`src/rtl/pf_pkg.sv`:
```
package pf_pkg;
  typedef enum logic [1:0] {
    TRIG_MISS = 2'd0,
    TRIG_HIT  = 2'd1,
    TRIG_BOTH = 2'd2,
    TRIG_NONE = 2'd3
  } trig_e;

  localparam int unsigned MAX_LSEL = 2;
endpackage

```
`src/rtl/pf_window_cmp.sv`:
```
module pf_window_cmp #(
  parameter int unsigned AW = 32
) (
  input  logic [AW-1:0] base_i,
  input  logic [AW-1:0] len_i,
  input  logic [AW-1:0] addr_i,
  output logic          hit_o
);
  logic [AW:0] lo, hi, a;
  always_comb begin
    lo    = {1'b0, base_i};
    hi    = {1'b0, base_i} + {1'b0, len_i};
    a     = {1'b0, addr_i};
    hit_o = (a >= lo) && (a < hi);
  end
endmodule

```
`src/rtl/pf_trig_qual.sv`:
```
module pf_trig_qual (
  input  logic       ev_valid_i,
  input  logic       ev_hit_i,
  input  logic [1:0] trig_i,
  input  logic       live_i,
  input  logic       busy_i,
  output logic       qual_o
);
  import pf_pkg::*;
  logic kind_ok;
  always_comb begin
    unique case (trig_e'(trig_i))
      TRIG_MISS: kind_ok = !ev_hit_i;
      TRIG_HIT:  kind_ok = ev_hit_i;
      TRIG_BOTH: kind_ok = 1'b1;
      default:   kind_ok = 1'b0;
    endcase
    qual_o = ev_valid_i && live_i && !busy_i && kind_ok;
  end
endmodule

```
`src/rtl/pf_susp_ctl.sv`:
```
module pf_susp_ctl (
  input  logic clk_i,
  input  logic rst_ni,
  input  logic en_i,
  input  logic suspend_i,
  input  logic resume_i,
  input  logic resume_flag_i,
  output logic held_o,
  output logic flag_o,
  output logic live_o
);
  logic held_q, flag_q;
  always_ff @(posedge clk_i or negedge rst_ni) begin
    if (!rst_ni) begin
      held_q <= 1'b0;
      flag_q <= 1'b0;
    end else if (suspend_i) begin
      flag_q <= en_i && !held_q;
      held_q <= 1'b1;
    end else if (resume_i) begin
      held_q <= !resume_flag_i;
    end
  end
  assign held_o = held_q;
  assign flag_o = flag_q;
  assign live_o = en_i && !held_q;
endmodule

```
`src/rtl/pf_burst_seq.sv`:
```
module pf_burst_seq #(
  parameter int unsigned AW = 32,
  parameter int unsigned BW = 16
) (
  input  logic          clk_i,
  input  logic          rst_ni,
  input  logic          start_i,
  input  logic [AW-1:0] first_addr_i,
  input  logic [AW-1:0] stride_i,
  input  logic          back_i,
  input  logic [BW-1:0] line_i,
  input  logic [BW-1:0] rem_init_i,
  input  logic          win_mode_i,
  input  logic          win_sel_i,
  input  logic          held_i,
  input  logic          ready_i,
  input  logic          next_in_win_i,
  output logic          busy_o,
  output logic [AW-1:0] addr_o,
  output logic [AW-1:0] next_addr_o,
  output logic          win_sel_o
);
  logic          busy_q, back_q, wmode_q, wsel_q;
  logic [AW-1:0] addr_q, stride_q;
  logic [BW-1:0] rem_q, line_q;
  logic          more;

  assign next_addr_o = back_q ? (addr_q - stride_q) : (addr_q + stride_q);
  assign more = (rem_q >= line_q) && !held_i && (!wmode_q || next_in_win_i);

  always_ff @(posedge clk_i or negedge rst_ni) begin
    if (!rst_ni) begin
      busy_q   <= 1'b0;
      back_q   <= 1'b0;
      wmode_q  <= 1'b0;
      wsel_q   <= 1'b0;
      addr_q   <= '0;
      stride_q <= '0;
      rem_q    <= '0;
      line_q   <= '0;
    end else if (!busy_q) begin
      if (start_i) begin
        busy_q   <= 1'b1;
        addr_q   <= first_addr_i;
        stride_q <= stride_i;
        back_q   <= back_i;
        line_q   <= line_i;
        rem_q    <= rem_init_i;
        wmode_q  <= win_mode_i;
        wsel_q   <= win_sel_i;
      end
    end else if (ready_i) begin
      if (more) begin
        addr_q <= next_addr_o;
        rem_q  <= rem_q - line_q;
      end else begin
        busy_q <= 1'b0;
      end
    end
  end

  assign busy_o    = busy_q;
  assign addr_o    = addr_q;
  assign win_sel_o = wsel_q;
endmodule

```
`src/rtl/line_prefetch_engine.sv`:
```
module line_prefetch_engine #(
  parameter int unsigned AW       = 32,
  parameter int unsigned BW       = 16,
  parameter int unsigned STEP_W   = 4,
  parameter int unsigned MIN_LINE = 16
) (
  input  logic              clk_i,
  input  logic              rst_ni,
  input  logic              cfg_en_i,
  input  logic              cfg_win_mode_i,
  input  logic              cfg_back_i,
  input  logic [STEP_W-1:0] cfg_step_i,
  input  logic [1:0]        cfg_trig_i,
  input  logic [1:0]        cfg_line_sel_i,
  input  logic [BW-1:0]     cfg_burst_i,
  input  logic [AW-1:0]     cfg_base0_i,
  input  logic [AW-1:0]     cfg_len0_i,
  input  logic [AW-1:0]     cfg_base1_i,
  input  logic [AW-1:0]     cfg_len1_i,
  input  logic              ev_valid_i,
  input  logic [AW-1:0]     ev_addr_i,
  input  logic              ev_hit_i,
  input  logic              suspend_i,
  input  logic              resume_i,
  input  logic              resume_flag_i,
  output logic              req_valid_o,
  input  logic              req_ready_i,
  output logic [AW-1:0]     req_addr_o,
  output logic              susp_flag_o
);
  import pf_pkg::*;
  localparam int unsigned NWIN = 2;

  logic [1:0]    lsel;
  logic [AW-1:0] line_aw, stride, base_line, first_addr, next_addr;
  logic [BW-1:0] line_bw, rem_init;
  logic          held_w, live, busy, qual, start, win_sel, seq_wsel;
  logic [AW-1:0] win_base [NWIN];
  logic [AW-1:0] win_len  [NWIN];
  logic [NWIN-1:0] ev_in, first_in, next_in;

  always_comb begin
    lsel      = (cfg_line_sel_i > 2'(MAX_LSEL)) ? 2'(MAX_LSEL) : cfg_line_sel_i;
    line_aw   = AW'(MIN_LINE) << lsel;
    line_bw   = BW'(MIN_LINE) << lsel;
    stride    = (AW'(cfg_step_i) + AW'(1)) * line_aw;
    base_line = ev_addr_i & ~(line_aw - AW'(1));
    first_addr = cfg_back_i ? (base_line - stride) : (base_line + stride);
    rem_init  = cfg_burst_i - line_bw;
  end

  assign win_base[0] = cfg_base0_i;
  assign win_len[0]  = cfg_len0_i;
  assign win_base[1] = cfg_base1_i;
  assign win_len[1]  = cfg_len1_i;

  for (genvar r = 0; r < NWIN; r++) begin : g_win
    pf_window_cmp #(.AW(AW)) u_ev (
      .base_i(win_base[r]), .len_i(win_len[r]), .addr_i(ev_addr_i), .hit_o(ev_in[r]));
    pf_window_cmp #(.AW(AW)) u_first (
      .base_i(win_base[r]), .len_i(win_len[r]), .addr_i(first_addr), .hit_o(first_in[r]));
    pf_window_cmp #(.AW(AW)) u_next (
      .base_i(win_base[r]), .len_i(win_len[r]), .addr_i(next_addr), .hit_o(next_in[r]));
  end

  // window 0 wins when both contain the event
  assign win_sel = !ev_in[0];

  pf_susp_ctl u_susp (
    .clk_i, .rst_ni, .en_i(cfg_en_i), .suspend_i, .resume_i, .resume_flag_i,
    .held_o(held_w), .flag_o(susp_flag_o), .live_o(live));

  pf_trig_qual u_qual (
    .ev_valid_i, .ev_hit_i, .trig_i(cfg_trig_i), .live_i(live), .busy_i(busy),
    .qual_o(qual));

  assign start = qual && (cfg_burst_i >= line_bw) &&
                 (!cfg_win_mode_i || ((|ev_in) && first_in[win_sel]));

  pf_burst_seq #(.AW(AW), .BW(BW)) u_seq (
    .clk_i, .rst_ni,
    .start_i(start), .first_addr_i(first_addr), .stride_i(stride),
    .back_i(cfg_back_i), .line_i(line_bw), .rem_init_i(rem_init),
    .win_mode_i(cfg_win_mode_i), .win_sel_i(win_sel), .held_i(held_w),
    .ready_i(req_ready_i), .next_in_win_i(next_in[seq_wsel]),
    .busy_o(busy), .addr_o(req_addr_o), .next_addr_o(next_addr),
    .win_sel_o(seq_wsel));

  assign req_valid_o = busy;
endmodule

```
`config.mk`:
```
export PLATFORM = sky130hd
export DESIGN_NAME = line_prefetch_engine
export DESIGN_NICKNAME = d
export VERILOG_FILES = /design/src/rtl/pf_pkg.sv /design/src/rtl/pf_window_cmp.sv /design/src/rtl/pf_trig_qual.sv /design/src/rtl/pf_susp_ctl.sv /design/src/rtl/pf_burst_seq.sv /design/src/rtl/line_prefetch_engine.sv
export SDC_FILE = /design/constraint.sdc
export NUM_CORES = 1
export LEC_CHECK = 0
export ABC_AREA = 1
export CORE_UTILIZATION = 45
export CTS_CLUSTER_DIAMETER = 200
export DETAILED_ROUTE_END_ITERATION = 12
export PLACE_DENSITY_LB_ADDON = 0.15
export SYNTH_ARGS = -nofsm -noshare
export SYNTH_HDL_FRONTEND = slang
export SYNTH_SLANG_ARGS = --single-unit
```
`constraint.sdc`:
```
create_clock -name clk_i -period 7.85 [get_ports clk_i]
set_clock_uncertainty 0.2 [all_clocks]
set_input_delay 1.57 -clock clk_i [delete_from_list [all_inputs] [get_ports clk_i]]
set_output_delay 1.57 -clock clk_i [all_outputs]
set_load 0.01 [all_outputs]
```
# After elaboration in Yosys (flattened, before gate mapping)

Index checks and enable logic that the tools add are counted.
W data, S select, Z words.

Bits in registers: 102
Bits of input ports: 195
Output and inout bits: 34
Logic and storage cells: 99

Add/subtract/negate cells: 10
Multiply operators: 1
$lt $le $gt $ge: 17
Equal/unequal tests: 4
Shift operators: 2
Multiplexer cells: 22
Bitwise operators: 3
Reductions and logical operators: 30

Operators with widths:

| cell                    | count |
|---|---|
| $lt A32 B33 Y1          | 6 |
| $ge A32 B32 Y1          | 6 |
| $mux W32                | 6 |
| $add A32 B32 Y33        | 2 |
| $add A32 B32 Y32        | 2 |
| $mux W16                | 4 |
| $sub A32 B32 Y32        | 2 |
| $and A32 B32 Y32        | 1 |
| $ge A16 B16 Y1          | 2 |
| $mul A5 B32 Y32         | 1 |
| $not A32 Y32            | 1 |
| $shl A5 B2 Y32 const A  | 1 |
| $sub A16 B16 Y16        | 2 |
| $sub A32 B1 Y32 const B | 1 |
| $shl A5 B2 Y16 const A  | 1 |
| $logic_and A1 B1 Y1     | 15 |
| $mux W1                 | 10 |
| $logic_not A1 Y1        | 7 |
| $add A4 B1 Y5 const B   | 1 |
| $lt A1 B2 Y1 const B    | 2 |
| $ne A2 B2 Y1 const B    | 2 |
| $reduce_bool A2 Y1      | 2 |
| $pmux W1 S3             | 1 |
| $reduce_and A3 Y1       | 1 |
| 9 further kinds         | 10 |

# Logic depth before layout (Yosys ltp)

Word-level depth: 17
Depth in mapped cells: 50
Mapped depth without buffers: 49

# Hierarchy

From an unflattened synthesis, not the netlist that was laid out.

Cell total of the unflattened synthesis: 5,332
Area total of the unflattened synthesis: 32,820.2 µm²

By module, submodules not included:

| module                               | instances | cells each | area each (µm²) | seq. area each (µm²) |
|---|---|---|---|---|
| pf_window_cmp at g_win[0].u_next ... | 3         | 571        | 3,467.1         | 0.0 |
| pf_burst_seq                         | 1         | 1,328      | 8,429.3         | 2,502.4 |
| pf_window_cmp at g_win[0].u_ev ...   | 2         | 565        | 3,510.9         | 0.0 |
| pf_window_cmp at g_win[1].u_next     | 1         | 571        | 3,468.3         | 0.0 |
| line_prefetch_engine                 | 1         | 568        | 3,362.0         | 0.0 |
| pf_susp_ctl                          | 1         | 14         | 97.6            | 50.0 |
| pf_trig_qual                         | 1         | 8          | 40.0            | 0.0 |

# Worst setup path before layout

No wires, ideal clock.

Path type: input port to flip-flop
Start point: input cfg_step_i[0]
End point: register u_seq.addr_q[16], in the netlist u_seq.addr_o[16]
Library setup time: 117 ps
Arrival: 8,227 ps
Required time: 7,533 ps
Slack: -694 ps
Cell stages on the path: 43
Buffers on the path: 1
Cells stage by stage: ha_1 -> xor2_1 -> nand2_1 -> fa_1 -> inv_1 -> fa_1 -> ha_1 -> ha_1 -> a21oi_1 -> nand2_1 -> xnor2_1 -> nand3_1 -> nor3_1 -> ha_1 -> o21ai_0 -> ha_1 -> a21o_1 -> nand2_1 -> [7 not listed] -> and2_1 -> ha_1 -> nand2_1 -> inv_1 -> nand3_1 -> nor3_1 -> nand4_1 -> o21ai_0 -> nand3_1 -> nor2_1 -> nor2_1 -> nand2_1 -> nand2_8 -> nand2_4 -> nand2_8 -> buf_8 -> nand2_2 -> nand2_1

Cells in the longest elaborated chain, start to end: 13
Elaborated cells between the ends (all ways): 20
Those cells by class: 3 x add/sub; 1 x mul; 4 x order compare; 5 x mux; 7 x reduce/logical

RTL lines:

| element                                              | line                       | text |
|---|---|---|
| start: declaration                                   | line_prefetch_engine.sv:12 | `input logic [STEP_W-1:0] cfg_step_i,` |
| $add A4 B1 Y5 *                                      | line_prefetch_engine.sv:46 | `stride = (AW'(cfg_step_i) + AW'(1)) * line_aw;` |
| $mul A5 B32 Y32 *                                    | line_prefetch_engine.sv:46 |  |
| $add A32 B32 Y32 or $sub A32 B32 Y32 (tied branches) | line_prefetch_engine.sv:48 | `first_addr = cfg_back_i ? (base_line - stride) : (base_line + stride);` |
| $mux W32 *                                           | line_prefetch_engine.sv:48 |  |
| $lt A32 B33 Y1 or $ge A32 B32 Y1 (tied branches)     | pf_window_cmp.sv:14        | `hit_o = (a >= lo) && (a < hi);` |
| $logic_and A1 B1 Y1                                  | pf_window_cmp.sv:14        |  |
| $mux W1 (not written as such) (2 in series)          | line_prefetch_engine.sv:78 | `(!cfg_win_mode_i \|\| ((\|ev_in) && first_in[win_sel]));` |
| $logic_and A1 B1 Y1                                  | line_prefetch_engine.sv:78 |  |
| $logic_or A1 B1 Y1                                   | line_prefetch_engine.sv:78 |  |
| $logic_and A1 B1 Y1                                  | line_prefetch_engine.sv:77 | `assign start = qual && (cfg_burst_i >= line_bw) &&` |
| $reduce_bool A2 Y1 (no source line)                  | --                         |  |
| $reduce_and A3 Y1 (no source line)                   | --                         |  |
| end signal: assignment                               | pf_burst_seq.sv:44         | `addr_q <= first_addr_i;` |
| end signal: assignment                               | pf_burst_seq.sv:54         | `addr_q <= next_addr_o;` |
| end: declaration                                     | pf_burst_seq.sv:24         | `logic [AW-1:0] addr_q, stride_q;` |

Mark *: on every way between the ends. The rest lies on a longest branch, timed or not. The select of a mux whose other input is x is not followed.
A chain may end at the register's enable or synchronous reset.

# Final worst setup path

Start point: input cfg_step_i[0]
End point: register u_seq.addr_q[15], in the netlist u_seq.addr_o[15]

The elaborated chain is that of the path after synthesis.

==> results.tsv <==
stage	metric	value	unit
hold_path	hold_class	reg -> reg	
timing	fin_tns_setup	-34.19	ns
logic_synthesis	yosysTopAreaCell	ha_1	
clocking	clock_latency	0.35	ns
timing	slew_headroom	0.186	
logic_synthesis	syn-instance-count	2892	
global_routing	antenna_found_initial	0	
routing	vias	21800	
logic_synthesis	avgSynthCellArea	6.58	um2
logic_synthesis	async_flop_share	1.00	
logic_synthesis	syn_area	19000	um2
setup_path	cp-end-kind	register	
power_and_ir_drop	p_int	3860	uW
clocking	htreeDepth	3	
timing	period_share	1.08	
final_layout	final_cell_mix	nand2_1, ha_1, inv_1	
final_layout	layout_commonest_cell	nand2_1	
global_routing	grt_pass1_wl	117000	um
logic_synthesis	ys_types	56	
logic_synthesis	synth_edf_count	0	
setup_path	cp.required	7.88	ns
timing	timing.final.hold_violations	0	
hold_path	hp-start	u_seq.wmode_q	
setup_path	critPathBufInv	5	
floorplan	io_pins	229	
place	dp.cells	3818	
power_and_ir_drop	p_per_area	368	nW/um2
floorplan	dieArea	43100	um2
timing	period_minus_slack	8.50	ns
routing	drt-vias-per-instance	5.61	
setup_path	crit_path_top_delay_cell	fa_1	
final_layout	nets	4054	
timing	fmax	0.118	GHz
global_routing	grt_max_degree	62	
outcome	violations	negative setup slack	
setup_path	cp_top_family	adder cells	
floorplan	rows	74	
setup_path	rr_startpoint	u_seq.stride_q[8]	
setup_path	cp_max_fo	5	
floorplan	initial_core_util	0.461	
setup_path	r2r_cells	32	
routing	drt_pass1_iterations	6	
place	gp_congestion	1.01	
global_routing	grt.total_usage	0.348	
routing	drtAntennaViolNets	0	
hold_path	holdPathStages	2	
clocking	postCtsHoldBufs	0	
timing	setup_ws	-0.652	ns
setup_path	cp.arrival	8.53	ns
clocking	cts_root_buf	clkbuf_16	
routing	wl	76900	um
setup_path	startpoint	cfg_step_i[0]	
power_and_ir_drop	power.net_switching	5420	uW
logic_synthesis	yosysTopAreaCellShare	0.333	
routing	post-route-drc-count	0	
global_routing	grt_pass1_vias	20500	
clocking	cts_tree	done	
power_and_ir_drop	leakage	0.0132	uW
clocking	cts-buffers-inserted	9	
setup_path	cp-start-kind	input port	
final_layout	instances_no_fill	3882	
place	post-dp-hpwl	64500	um
power_and_ir_drop	ir_worst_vdd	0.320	mV
final_layout	diodes	0	
floorplan	die_y	208	um
final_layout	final_layout_size_suffix_gt1_frac	0.154	
timing	setup_viol_count_final	59	
floorplan	die_width	208	um
power_and_ir_drop	power_frac_comb	0.892	
setup_path	rrSetupSlack	0.73	ns
setup_path	reg2reg_to	u_seq.rem_q[14]	
final_layout	areaGrowthSynthToFinish	32.7	%
run	maxCapViolCount	0	
power_and_ir_drop	swShare	0.584	
final_layout	post-route-util	0.612	
final_layout	fill_cells	3878	
outcome	status	finished, violations left	
global_routing	overflow	0	
logic_synthesis	synth_area_leaders	ha_1, nand2_1, a21oi_1, dfrtp_1, inv_1	
clocking	clkSinkCount	61	
setup_path	critPathKind	in -> reg	
hold_path	min_to	u_seq.wmode_q	
clocking	clockBufferDepth	2	
timing	rsz0062_at_grt	true	
routing	wl_per_cell	19.8	um
power_and_ir_drop	total_power	9280	uW
timing	tightest_slew	1.20	ns
logic_synthesis	ys.warnings.count	0	
logic_synthesis	synth_seq_cells	61	
power_and_ir_drop	p_clk_frac	0.044	
logic_synthesis	synth_flop_cell	dfrtp_1	
clocking	clk_pin_slew	0.06	ns
power_and_ir_drop	seqPwrFrac	0.064	
logic_synthesis	seq_area_frac_synth	0.0802	
setup_path	crit_path_max_incr_delay	0.52	ns
timing	slew_violations	0	
floorplan	core-area	41300	um2
place	portBuffers	221	
routing	drtIter0Drc	1781	
## cells by family after synthesis
family                     count (synthesis)  synth area share
and+or+nand+nor                         1233             0.272
AOI/OAI and AO/OA                        566             0.166
adders and majority gates                514             0.341
buffers and inverters                    385            0.0794
xor gates and xnor gates                 130            0.0598
DFF                                       61            0.0802
other                                      2          0.000395
muxes                                      1          0.000526
## state kept, by name (all words and copies together) (netlist names), 4 cells and up
name / flops
u_seq.stride_q: 10
u_seq.rem_q: 12
u_seq.addr_o: 29
u_seq.line_q: 4
## stage by stage
stage	cell area (um2)	hold WS, ns	setup WS (ns)
final	25300	0.294	-0.652
after global routing	25300	0.311	-0.999
after CTS	24900	0.280	-0.594
after detailed placement	23400	0.267	-1.67
after global placement	23400	0.255	-1.51
after floorplan	19200	0.242	0.00870
## tightest hold or removal path: stages (launching register included)
cell	delay, ns
dfrtp_1	0.34
nand2_1	0.05
o21ai_0	0.06
## power by group through the flow
stage	logic (uW)	registers (uW)	clock network, uW
finish	8280	591	411
global route	9240	604	433
CTS	8080	581	415
detailed placement	7850	577	0
global placement	7620	577	0
floorplan	4830	564	0
## how the worst max path moves through the flow
| stage | to | slack, ns | cells past startpoint |
|---|---|---|---|
| finish | u_seq.addr_o[15] | -0.65 | 44 |
| global placement | u_seq.addr_o[5] | -1.51 | 47 |
| floorplan | u_seq.addr_o[16] | 0.009 | 44 |
| CTS | u_seq.rem_q[14] | -0.59 | 45 |
| global route | u_seq.addr_o[27] | -1.0 | 42 |
| detailed placement | u_seq.rem_q[5] | -1.67 | 39 |
## cell usage after synthesis, types with 4 or more instances
library cell,count
a211oi_1,12
a21boi_0,4
a21o_1,13
a21oi_1,305
a31oi_1,24
and2_1,4
and3_1,5
buf_2,4
buf_4,7
clkbuf_1,37
dfrtp_1,61
fa_1,8
ha_1,506
inv_1,323
inv_2,6
nand2_1,726
nand2_2,23
nand3_1,130
nand3b_1,9
nand4_1,40
nor2_1,220
nor2_2,5
nor3_1,45
nor4_1,13
o211ai_1,19
o21a_1,19
o21ai_0,126
o21bai_1,10
o221ai_1,7
o31ai_1,8
or2_2,7
xnor2_1,48
xor2_1,82
## layer usage
| layer | share of wire | global-route usage | vias to the layer above | wire (um) |
|---|---|---|---|---|
| met5 | 0 | 0 | - | 0 |
| met4 | 0.032 | 0.102 | 0 | 2460 |
| met3 | 0.064 | 0.0437 | 121 | 4900 |
| met2 | 0.45 | 0.570 | 787 | 34300 |
| met1 | 0.46 | 0.476 | 10100 | 35200 |
| li1 | - | - | 10800 | - |
## area by class of cell
class / count / area [um2] / share of cell area
multi-input cells: 2462 / 17200 / 0.679
repair buffers: 482 / 4360 / 0.173
flip-flops and latches: 61 / 1530 / 0.0604
inverters: 329 / 1240 / 0.0492
well taps: 532 / 666 / 0.0264
clock buffers: 11 / 243 / 0.00961
clock inverters: 5 / 58.8 / 0.00233
## timing repair
item                                    in CTS  in global routing
setup buffers                               32                  5
gates resized for setup                    189                 66
cloned                                      10                  2
endpoints found under the setup margin      59                 59
pin swaps                                   85                 72
No activity file was read; power rests on OpenSTA's default activity.
